$ cat src/rtl/rtc_calendar.sv
module rtc_calendar #(
  parameter int BUSY_CYCLES = 4,
  parameter int DAY_W       = 15
) (
  input  logic       clk,
  input  logic       rst_n,
  input  logic       tick_1hz,
  input  logic [7:0] reg_addr,
  input  logic       reg_wr,
  input  logic [7:0] reg_wdata,
  output logic [7:0] reg_rdata,
  output logic       busy,
  output logic       alarm_irq
);
  localparam int CW = $clog2(BUSY_CYCLES + 1);
  localparam int HW = DAY_W - 8;
  localparam logic [7:0] A_CTRL = 8'h14, A_SEC = 8'h15, A_MIN = 8'h16, A_HR = 8'h17,
                         A_DLO = 8'h18, A_DHI = 8'h19, A_AMIN = 8'h1A, A_AHR = 8'h1B,
                         A_ADLO = 8'h1C, A_ADHI = 8'h1D;

  logic [7:0] sec_q, min_q, hr_q, amin_q, ahr_q;
  logic [DAY_W-1:0] day_q, aday_q;
  logic run_q, ien_q, alarm_flag, men_q, hen_q, den_q;
  logic [CW-1:0] cnt_q;
  logic pend_v;
  logic [7:0] pend_a, pend_d;

  function automatic logic [7:0] bcd_up(input logic [7:0] v);
    return (v[3:0] == 4'd9) ? {v[7:4] + 4'd1, 4'd0} : v + 8'd1;
  endfunction

  function automatic logic is_time(input logic [7:0] a);
    return (a >= A_SEC) && (a <= A_DHI);
  endfunction

  wire upd = (cnt_q == CW'(1));
  assign busy = (cnt_q != '0);

  wire s_wrap = (sec_q == 8'h59);
  wire m_wrap = (min_q == 8'h59);
  wire h_wrap = (hr_q == 8'h23);
  wire [7:0] s_nx = s_wrap ? 8'h00 : bcd_up(sec_q);
  wire [7:0] m_nx = s_wrap ? (m_wrap ? 8'h00 : bcd_up(min_q)) : min_q;
  wire [7:0] h_nx = (s_wrap && m_wrap) ? (h_wrap ? 8'h00 : bcd_up(hr_q)) : hr_q;
  wire [DAY_W-1:0] d_nx = (s_wrap && m_wrap && h_wrap) ? day_q + 1'b1 : day_q;

  wire any_en = men_q | hen_q | den_q;
  wire hit = s_wrap && any_en && (!men_q || m_nx == amin_q) &&
             (!hen_q || h_nx == ahr_q) && (!den_q || d_nx == aday_q);

  logic       tw_en;
  logic [7:0] tw_a, tw_d;
  always_comb begin
    tw_en = 1'b0;
    tw_a  = reg_addr;
    tw_d  = reg_wdata;
    if (reg_wr && is_time(reg_addr) && (!busy || upd)) begin
      tw_en = 1'b1;
    end else if (upd && pend_v) begin
      tw_en = 1'b1;
      tw_a  = pend_a;
      tw_d  = pend_d;
    end
  end

  wire ctrl_wr = reg_wr && (reg_addr == A_CTRL);

  always_ff @(posedge clk or negedge rst_n) begin
    if (!rst_n) begin
      sec_q <= '0; min_q <= '0; hr_q <= '0; day_q <= '0;
      amin_q <= '0; ahr_q <= '0; aday_q <= '0;
      run_q <= 1'b0; ien_q <= 1'b0; alarm_flag <= 1'b0;
      men_q <= 1'b0; hen_q <= 1'b0; den_q <= 1'b0;
      cnt_q <= '0; pend_v <= 1'b0; pend_a <= '0; pend_d <= '0;
    end else begin
      if (busy) cnt_q <= cnt_q - 1'b1;
      else if (tick_1hz && run_q) cnt_q <= CW'(BUSY_CYCLES);

      if (upd) begin
        sec_q <= s_nx; min_q <= m_nx; hr_q <= h_nx; day_q <= d_nx;
        pend_v <= 1'b0;
      end
      if (tw_en) begin
        case (tw_a)
          A_SEC: sec_q <= tw_d;
          A_MIN: min_q <= tw_d;
          A_HR:  hr_q  <= tw_d;
          A_DLO: day_q[7:0] <= tw_d;
          A_DHI: day_q[DAY_W-1:8] <= tw_d[HW-1:0];
          default: ;
        endcase
      end
      if (reg_wr && busy && !upd && is_time(reg_addr)) begin
        pend_v <= 1'b1;
        pend_a <= reg_addr;
        pend_d <= reg_wdata;
      end

      if (reg_wr) begin
        case (reg_addr)
          A_AMIN: amin_q <= reg_wdata;
          A_AHR:  ahr_q  <= reg_wdata;
          A_ADLO: aday_q[7:0] <= reg_wdata;
          A_ADHI: aday_q[DAY_W-1:8] <= reg_wdata[HW-1:0];
          default: ;
        endcase
      end

      if (ctrl_wr) begin
        run_q <= reg_wdata[0];
        ien_q <= reg_wdata[1];
        men_q <= reg_wdata[3];
        hen_q <= reg_wdata[4];
        den_q <= reg_wdata[5];
        if (reg_wdata[2]) alarm_flag <= 1'b0;
      end
      if (upd && hit) alarm_flag <= 1'b1;
    end
  end

  wire [15:0] day16  = 16'(day_q);
  wire [15:0] aday16 = 16'(aday_q);

  always_comb begin
    case (reg_addr)
      A_CTRL: reg_rdata = {busy, 1'b0, den_q, hen_q, men_q, alarm_flag, ien_q, run_q};
      A_SEC:  reg_rdata = sec_q;
      A_MIN:  reg_rdata = min_q;
      A_HR:   reg_rdata = hr_q;
      A_DLO:  reg_rdata = day16[7:0];
      A_DHI:  reg_rdata = day16[15:8];
      A_AMIN: reg_rdata = amin_q;
      A_AHR:  reg_rdata = ahr_q;
      A_ADLO: reg_rdata = aday16[7:0];
      A_ADHI: reg_rdata = aday16[15:8];
      default: reg_rdata = 8'h00;
    endcase
  end

  assign alarm_irq = alarm_flag & ien_q;
endmodule

$ cat config.mk
export PLATFORM = sky130hd
export DESIGN_NAME = rtc_calendar
export DESIGN_NICKNAME = d
export VERILOG_FILES = /design/src/rtl/rtc_calendar.sv
export SDC_FILE = /design/constraint.sdc
export NUM_CORES = 1
export LEC_CHECK = 0
export BUFFER_PORTS_ARGS = -buffer_cell sky130_fd_sc_hd__buf_2
export CAP_MARGIN = 20
export CORE_MARGIN = 2
export CORE_UTILIZATION = 48
export CTS_CLUSTER_DIAMETER = 60
export DETAILED_ROUTE_END_ITERATION = 7
export PLACE_DENSITY = 0.67
export SKIP_CTS_REPAIR_TIMING = 1
export SLEW_MARGIN = 20
export SYNTH_ARGS = -nofsm -noshare
export SYNTH_HDL_FRONTEND = slang
export SYNTH_SLANG_ARGS = --single-unit
$ cat constraint.sdc
create_clock -name clk -period 2.8 [get_ports clk]
set_input_delay 0.28 -clock clk [delete_from_list [all_inputs] [get_ports clk]]
set_output_delay 0.28 -clock clk [all_outputs]
set_load 0.01 [all_outputs]
After elaboration in Yosys (flattened, before gate mapping)

Index checks and enable logic that the tools add are counted.

Register bits after elaboration: 96
Output and inout bits: 10
Bits of input ports: 20

Mux-type cells: 36
Bitwise operators: 3
$lt $le $gt $ge: 2
Add/subtract/negate cells: 8
Equality and inequality tests: 25
Reductions and logical operators: 35

Operator list:

| kind                                                            | number |
|---|---|
| two-way mux 8 bit                                               | 22 |
| equality test 8 x 5 -> 1 bit (second input constant)            | 15 |
| one-hot mux 8 bit (10 select lines)                             | 1 |
| two-way mux 15 bit                                              | 3 |
| adder 8 x 1 -> 8 bit (second input constant)                    | 3 |
| equality test 8 x 7 -> 1 bit (second input constant)            | 2 |
| equality test 8 bit                                             | 2 |
| logical AND 1 bit                                               | 16 |
| adder 15 x 1 -> 15 bit (second input constant)                  | 1 |
| equality test 15 bit                                            | 1 |
| adder 4 x 1 -> 4 bit (second input constant)                    | 3 |
| equality test 4 bit (second input constant)                     | 3 |
| AND reduction 2 bit                                             | 5 |
| equality test 8 x 6 -> 1 bit (second input constant)            | 1 |
| >= comparator 8 x 5 -> 1 bit (second input constant)            | 1 |
| less-or-equal comparator 8 x 5 -> 1 bit (second input constant) | 1 |
| nonzero test 2 bit                                              | 4 |
| two-way mux 1 bit                                               | 7 |
| two-way mux 7 bit                                               | 1 |
| two-way mux 3 bit                                               | 2 |
| zero test 1 bit                                                 | 5 |
| logical OR 1 bit                                                | 4 |
| equality test 3 x 1 -> 1 bit (second input constant)            | 1 |
| nonzero test 3 bit                                              | 1 |
| 3 further kinds                                                 | 4 |

Depth between registers and ports, before layout

Gate-level depths: netlist of the first run.

Depth after elaboration: 12
Gate-level depth with buffers: 11
Depth with buffers taken out: 9

Worst setup path after synthesis of the first run

No wires, ideal clock.

Kind: reg2reg
Start point: register min_q[1]
End point: register alarm_flag
Library setup time: 95 ps
Required time: 2705 ps
Data arrival time: 2419 ps
Path slack: 286 ps
Buffers on the path: 1
Stages on the path, launching flop included: 11
Cells stage by stage: dfrtp_1 -> inv_1 -> ha_1 -> and3b_1 -> clkbuf_2 -> or4_1 -> and3_1 -> a311o_1 -> nor4_1 -> a31oi_1 -> o31ai_1

Word-level cells in the longest chain between the ends: 12

Ends and longest elaborated chain:

| element                                                            | line | source |
|---|---|---|
| start: declaration                                                 | 21   | `logic [7:0] sec_q, min_q, hr_q, amin_q, ahr_q;` |
| start signal: assignment                                           | 80   | `sec_q <= s_nx; min_q <= m_nx; hr_q <= h_nx; day_q <= d_nx;` |
| start signal: assignment                                           | 86   | `A_MIN: min_q <= tw_d;` |
| adder 8 x 1 -> 8 bit / equality test 4 bit (equally long branches) | 29   | `return (v[3:0] == 4'd9) ? {v[7:4] + 4'd1, 4'd0} : v + 8'd1;` |
| two-way mux 8 bit                                                  | 29   |  |
| two-way mux 8 bit (2 in series)                                    | 43   | `wire [7:0] m_nx = s_wrap ? (m_wrap ? 8'h00 : bcd_up(min_q)) : min_q;` |
| equality test 8 bit                                                | 48   | `wire hit = s_wrap && any_en && (!men_q \|\| m_nx == amin_q) &&` |
| logical OR 1 bit                                                   | 48   |  |
| logical AND 1 bit (2 in series)                                    | 48   |  |
| logical AND 1 bit (*)                                              | 49   | `(!hen_q \|\| h_nx == ahr_q) && (!den_q \|\| d_nx == aday_q);` |
| logical AND 1 bit (*)                                              | 117  | `if (upd && hit) alarm_flag <= 1'b1;` |
| nonzero test 2 bit (no line)                                       | --   |  |
| AND reduction 2 bit (no line)                                      | --   |  |
| end signal: assignment                                             | 72   | `run_q <= 1'b0; ien_q <= 1'b0; alarm_flag <= 1'b0;` |
| end signal: assignment                                             | 115  | `if (reg_wdata[2]) alarm_flag <= 1'b0;` |
| end signal: assignment                                             | 117  |  |
| end: declaration                                                   | 23   | `logic run_q, ien_q, alarm_flag, men_q, hen_q, den_q;` |

Mark *: on every way between the ends. The rest lies on a longest branch, timed or not.
A chain may end at the register's enable or synchronous reset.

Worst setup path in the final report of the first run

Start point: register sec_q[1]
End point: register alarm_flag

Word-level cells in the longest chain between the ends: 10

Ends and longest elaborated chain:

| element                                                       | line       | source |
|---|---|---|
| start: declaration                                            | 21         |  |
| start signal: assignment                                      | 80         |  |
| start signal: assignment                                      | 85         | `A_SEC: sec_q <= tw_d;` |
| equality test 8 x 7 -> 1 bit (*)                              | 39         | `wire s_wrap = (sec_q == 8'h59);` |
| logical AND 1 bit / two-way mux 8 bit (equally long branches) | 44, 45, 43 |  |
| logical AND 1 bit (tied with other cells)                     | 45         | `wire [DAY_W-1:0] d_nx = (s_wrap && m_wrap && h_wrap) ? day_q + 1'b1 : day_q;` |
| two-way mux 15 bit (tied with other cells)                    | 45         |  |
| equality test 15 bit (tied with other cells)                  | 49         |  |
| logical OR 1 bit / logical AND 1 bit (equally long branches)  | 49, 48     |  |
| logical AND 1 bit (*)                                         | 49         |  |
| logical AND 1 bit (*)                                         | 117        |  |
| nonzero test 2 bit (no line)                                  | --         |  |
| AND reduction 2 bit (no line)                                 | --         |  |

Marks and branches as above.

==> results.toml, run 1 <==
[synthesis]
synth.lib_cells_used.distinct = 81
yosysTopAreaCellShare_pct = 35.0
netlist_top_cells_count = "dfrtp_1, nand2_1, mux2i_1"
synth.area.top_cells = "dfrtp_1, mux2i_1, mux2_2"
synth_nets = 746
netlist_area_before_placement_sq_mm = 0.00686
synth_edf_count = 0
syn-mean-instance-area_sq_um = 9.64
yosys.area.top_type = "dfrtp_1"
synth_most_common_cell = "dfrtp_1"
asyncSetResetFlopFracSynth_pct = 100
syn_inst = 712
ys_ff_latch = 96
yosysWarnings = 0
synth_flop_cell = "dfrtp_1"
ys_seq_area_share_pct = 35.0

[clock_network]
cts_buffer_depth = 2
number_of_buffers_created_by_cts = 9
path_clk_slew_ns = 0.07
tritoncts = "built"
cts-root-buf = "clkbuf_16"
deepest_level_of_the_cts_h_tree = 3
total_number_of_clock_tree_sinks = 96
worstSkewPairLatency_ns = 0.36

[grt]
antenna_found_initial = 0
grt_usage_pct = 31.9
first_global_vias = 6096
grt_max_degree = 60
grt_first_pass_wirelength_um = 35700
grt.overflow.total = 0

[place]
place.port_buffers = 29
place.gp.congestion = 1.05
dp.final_hpwl_um = 17900

[job]
drv.max_cap_violation_count = 0

[setup_path]
critical_path_class = "flop to flop"
critical_path.endpoint_type = "flop"
path_delay_family = "compound AO/OA/AOI/OAI gates"
timing.critical_path.slowest_stage_cell = "o41a_1"
crit_path_max_fanout = 5
crit_arrival_ns = 2.90
worst-path-buf-inv = 2
crit_path_largest_cell_delay_ns = 0.46
worstReg2RegEnd = "alarm_flag"
setup.worst_path.start_class = "flop"
critical_path_cell_sequence = "inv_1 > ha_2 > nand3b_1 > nor4_4 > buf_4 > nand2_1 > o41a_1 > a2111oi_2 > a41oi_1 > o31ai_1"
critical_path.reg2reg.startpoint = "sec_q[1]"
timing.reg2reg.worst_path_depth = 10
worst-endpoint-required_ns = 3.07
ff2ff_setup_slack_ns = 0.16

[finish]
synthToLayoutAreaGrowth_pct = 16.6
final_nets = 829
multiInputGateArea_sq_mm = 0.00423
final-seq-area_sq_mm = 0.00240
layout-drive-gt1-share_pct = 26.6
fillers = 1232
antenna_diode_count = 0

[timing]
whs_ns = -0.000287
setup_viol = 0
max_slew_margin_pct = 45.0
timing.final.hold_violations = 1
worst_case_clock_skew_ns = 0.00961
fin_setup_tns_ns = 0
period_share_pct = 94.1
fmaxAchievable_mhz = 379
rsz_0062_raised_after_global_routing = "no"
finalWorstPathRequiredPeriod_ns = 2.64
tightestPinTransition_ns = 0.825
timing_max_transition_violations_final = 0

[drt]
drcViolationCount = 0
drt_iter0_markers = 791
drt_pass1_iterations = 6
antenna_violating_nets_post_route = 0
avgViaCountPerCell = 6.56
num_vias = 6427
routed_wl_um = 23600
routed_length_per_placed_instance_um = 24.1

[floorplanning]
die-area_sq_mm = 0.0153
die_width_um = 124
pin_count = 30
rows = 43
placeable_core_region_sq_mm = 0.0139
floorplan.die.height_um = 124
initial_utilization_pct = 49.3

[hold_path]
worst_hold_path_type = "primary input to async pin"

[pwr]
max-vdd-ir-drop_mv = 0.527
power_per_cell_area_mw_per_mm2 = 514
power_total_w = 0.00411
power_leakage_nw = 3.63

[status]
failed_checks = "negative hold slack"
status = "finished with violations"
-- layout make-up --
type / count / share of cell area [%]
Clock buffer: 9 / 2.81
Tap cell: 180 / 2.81
Timing Repair Buffer: 108 / 9.32
Clock inverter: 7 / 0.751
Inverter: 29 / 1.36
Sequential cell: 96 / 30.0
Multi-Input combinational cell: 551 / 52.9
-- cells in the final DEF, fill, tap and decap left out, drive strengths merged, types with 5 or more instances in the layout --
| cell | netlist | final |
|---|---|---|
| nor3 | 27 | 27 |
| and3b | 5 | 5 |
| nand2 | 58 | 58 |
| buf | 18 | 108 |
| nor2 | 34 | 34 |
| mux2 | 45 | 45 |
| or4 | 5 | 5 |
| xnor2 | 18 | 18 |
| a211oi | 8 | 8 |
| xor2 | 20 | 20 |
| nand2b | 10 | 10 |
| nand4 | 14 | 14 |
| mux2i | 56 | 56 |
| o31ai | 6 | 6 |
| nor2b | 5 | 5 |
| mux4 | 9 | 9 |
| dfrtp | 96 | 96 |
| ha | 14 | 14 |
| o211ai | 6 | 6 |
| a31oi | 9 | 9 |
| o22ai | 9 | 9 |
| clkbuf | 18 | 9 |
| a22oi | 10 | 10 |
| nor3b | 5 | 5 |
| o21ai | 34 | 34 |
| nand3 | 26 | 26 |
| a21oi | 28 | 28 |
| nand3b | 6 | 6 |
| and3 | 10 | 10 |
| inv | 29 | 33 |
| nor4 | 11 | 11 |
-- metrics by stage --
step / cells / util (%) / cell area, sq um / setup WS (ns) / hold slack [ns]
after floorplan: 712 / - / 6860 / 0.286 / -0.0156
after global placement: 960 / 54.8 / 7630 / 0.136 / 0.390
after detailed placement: 960 / 54.8 / 7630 / 0.0609 / 0.396
after CTS: 976 / 56.8 / 7920 / 0.0544 / 0.0257
after global routing: 980 / 57.4 / 8000 / 0.000521 / 0.0509
final: 980 / 57.4 / 8000 / 0.165 / -0.000287
-- metal layers --
layer / vias to the layer above / wire length [um] / share of wire (%) / track usage (%)
li1: 2837 / - / - / -
met1: 3113 / 9490 / 40 / 42.8
met2: 402 / 10700 / 45 / 48.4
met3: 75 / 2160 / 9.2 / 6.23
met4: 0 / 1230 / 5.2 / 17.7
met5: - / 0 / 0 / 0
-- report_power, final --
part           switching (W)  leakage [nW]  total (W)  internal, W
Combinational       0.000698          2.31    0.00117     0.000474
Clock               0.000612         0.136    0.00123     0.000621
Sequential          0.000159          1.18    0.00171      0.00155
Total                0.00147          3.63    0.00411      0.00264
-- how the worst max path moves through the flow --
stage	from	depth (start not counted)	to	slack [ns]
after global routing	sec_q[1]	12	alarm_flag	0.0005
final	sec_q[1]	10	alarm_flag	0.16
after CTS	sec_q[1]	10	alarm_flag	0.05
after floorplan	min_q[1]	10	alarm_flag	0.29
after global placement	sec_q[1]	10	alarm_flag	0.14
after detailed placement	sec_q[1]	10	alarm_flag	0.06
-- sequential cells by signal, summed over array words and instances (netlist names), 3 cells and up --
name and cells:
day_q 15, amin_q 8, min_q 8, ahr_q 8, sec_q 8, aday_q 15
hr_q 8, pend_d 8, cnt_q 3, pend_a 8
-- logic make-up after synthesis --
kind of cell    Yosys count  synth area share [%]
xor+xnor                 40                  5.50
fa+ha+maj                14                  2.55
buf+inv                  65                  4.21
flops                    96                  35.0
mux                     110                  18.6
compound gates          152                  15.2
simple gates            235                  19.0
Power figures use the tool's default switching activity.
==> run 2, diff against run 1 <==
GPL_TIMING_DRIVEN = 0   (was default)
MAX_ROUTING_LAYER = met4   (was default)
==> results.toml, run 2 (synthesized netlist as in run 1, its figures left out) <==
[status]
status = "finished with violations"
failed_checks = "negative setup slack"

[setup_path]
worstSetupStartpoint = "sec_q[5]"
crit_path_largest_cell_delay_ns = 0.44
timing.critical_path.slowest_stage_cell = "a2111oi_4"
worst-endpoint-required_ns = 3.07
critical_path_class = "flop to flop"
critical_path.reg2reg.startpoint = "sec_q[5]"
path_delay_family = "compound AO/OA/AOI/OAI gates"
critical_path_cell_sequence = "inv_1 > ha_1 > and3b_1 > buf_4 > nand2_2 > nor4b_2 > xnor2_1 > a2111oi_4 > a41oi_2 > o31ai_1"
crit_arrival_ns = 3.16
setup.worst_path.start_class = "flop"
crit_path_max_fanout = 10
worst-path-buf-inv = 2
critical_path.endpoint_type = "flop"

[finish]
layout_commonest_cell = "dfrtp_1"
synthToLayoutAreaGrowth_pct = 14.2
multiInputGateArea_sq_mm = 0.00434
antenna_diode_count = 0
fillers = 1227
layout-drive-gt1-share_pct = 23.0
largest_registers = "aday_q: 15 flops, day_q: 15 flops"
final-seq-area_sq_mm = 0.00241
most-common-layout-cells = "dfrtp_1, nand2_1, mux2i_1"
fin_area_sq_mm = 0.00784
final_nets = 794

[timing]
timing.final.hold_violations = 0
finalWorstPathRequiredPeriod_ns = 2.90
timing_max_transition_violations_final = 0
tightestPinTransition_ns = 0.945
worst_case_clock_skew_ns = 0.0137
rsz_0062_raised_after_global_routing = "yes"
max_slew_margin_pct = 35.7
final.setup.worst_slack_ns = -0.0969
setup_viol = 1
period_share_pct = 103
fmaxAchievable_mhz = 345

[drt]
antenna_violating_nets_post_route = 0
drcViolationCount = 0
avgViaCountPerCell = 6.72
routed_length_per_placed_instance_um = 25.1
drt_pass1_iterations = 5
drt_iter0_markers = 841
routed_wl_um = 23700
num_vias = 6348

[floorplanning]
die-area_sq_mm = 0.0153
pin_count = 30
die_width_um = 124
floorplan.die.height_um = 124
rows = 43
initial_utilization_pct = 49.3
placeable_core_region_sq_mm = 0.0139

[hold_path]
hold_path_startpoint = "reg_wdata[2]"
worst_hold_path_type = "primary input to flop"

[grt]
grt_max_degree = 77
grt.overflow.total = 0
grt_usage_pct = 33.2
grt_first_pass_wirelength_um = 35900
antenna_found_initial = 0
first_global_vias = 6062

[place]
dp.final_hpwl_um = 17200
place.port_buffers = 25
placement.setup.worst_slack_ns = -0.606
dpl_cell_area_sq_mm = 0.00727
place.gp.congestion = 1.04

[clock_network]
number_of_buffers_created_by_cts = 9
path_clk_slew_ns = 0.08
total_number_of_clock_tree_sinks = 96
cts-root-buf = "clkbuf_16"
deepest_level_of_the_cts_h_tree = 3
worstSkewPairLatency_ns = 0.36
cts_buffer_depth = 2
tritoncts = "built"

[job]
drv.max_cap_violation_count = 0

[pwr]
power_leakage_nw = 3.41
power_per_cell_area_mw_per_mm2 = 524
max-vdd-ir-drop_mv = 0.420
## run 2: cell count changes in the layout (fill, tap and decap cells not counted), sizes merged
cell,before,now
clkinvlp,2,0
clkinv,1,4
clkbuf,9,28
buf,108,53
dlygate4sd3,0,1
inv,33,32
## run 2: final timing paths
| kind | end | slack (ns) | depth (start not counted) |
|---|---|---|---|
| min in group asynchronous | hr_q[5] | 0.33 | 2 |
| max in group asynchronous | aday_q[6] | 1.80 | 3 |
| max | alarm_flag | -0.1 | 10 |
| min | pend_d[2] | 0.24 | 2 |
| max reg2reg | alarm_flag | -0.1 | 10 |
| min reg2reg | pend_a[4] | 0.47 | 1 |
## run 2: routing by layer
metal	global-route usage, %	wire length, um	vias to the layer above	part of all wire (%)
li1	-	-	2760	-
met1	44.0	9550	3143	40
met2	50.8	10900	374	46
met3	4.40	2250	71	9.5
met4	15.3	1000	0	4.2
met5	-	0	-	0
## run 2: power breakdown
| group | total [W] | leakage (nW) | internal (W) | switching, W |
|---|---|---|---|---|
| clock network | 0.00131 | 0.154 | 0.000647 | 0.000661 |
| registers | 0.00175 | 1.18 | 0.00155 | 0.000202 |
| logic | 0.00105 | 2.07 | 0.000376 | 0.000674 |
## run 2: final cells by class
| class | instances | area share (%) |
|---|---|---|
| Multi-Input combinational cell | 551 | 55.4 |
| Timing Repair Buffer | 37 | 3.11 |
| Buffer | 36 | 2.43 |
| Sequential cell | 96 | 30.7 |
| Tap cell | 180 | 2.87 |
| Clock buffer | 9 | 2.87 |
| Clock inverter | 7 | 1.20 |
| Inverter | 29 | 1.39 |
## run 2: worst register-to-register path: stages, from the launching register on
cell and delay (ns):
dfrtp_1 0.43, inv_1 0.15, ha_1 0.23, and3b_1 0.17, buf_4 0.15, nand2_2 0.22, nor4b_2 0.38, xnor2_1 0.16
a2111oi_4 0.44, a41oi_2 0.19, o31ai_1 0.30
## run 2: metrics by stage
step | setup TNS [ns] | cells | utilization (%) | power, W | hold slack (ns)
2_1_floorplan | 0 | 712 | - | 0.00236 | -0.0156
4_1_cts | -1.22 | 934 | 54.5 | 0.00407 | -0.236
3_3_place_gp | -10.22 | 917 | 51.8 | 0.00271 | 0.455
3_5_place_dp | -4.23 | 918 | 52.2 | 0.00277 | 0.149
5_1_grt | -0.169 | 945 | 56.2 | 0.00428 | 0.241
6_report | -0.0969 | 945 | 56.2 | 0.00411 | 0.238
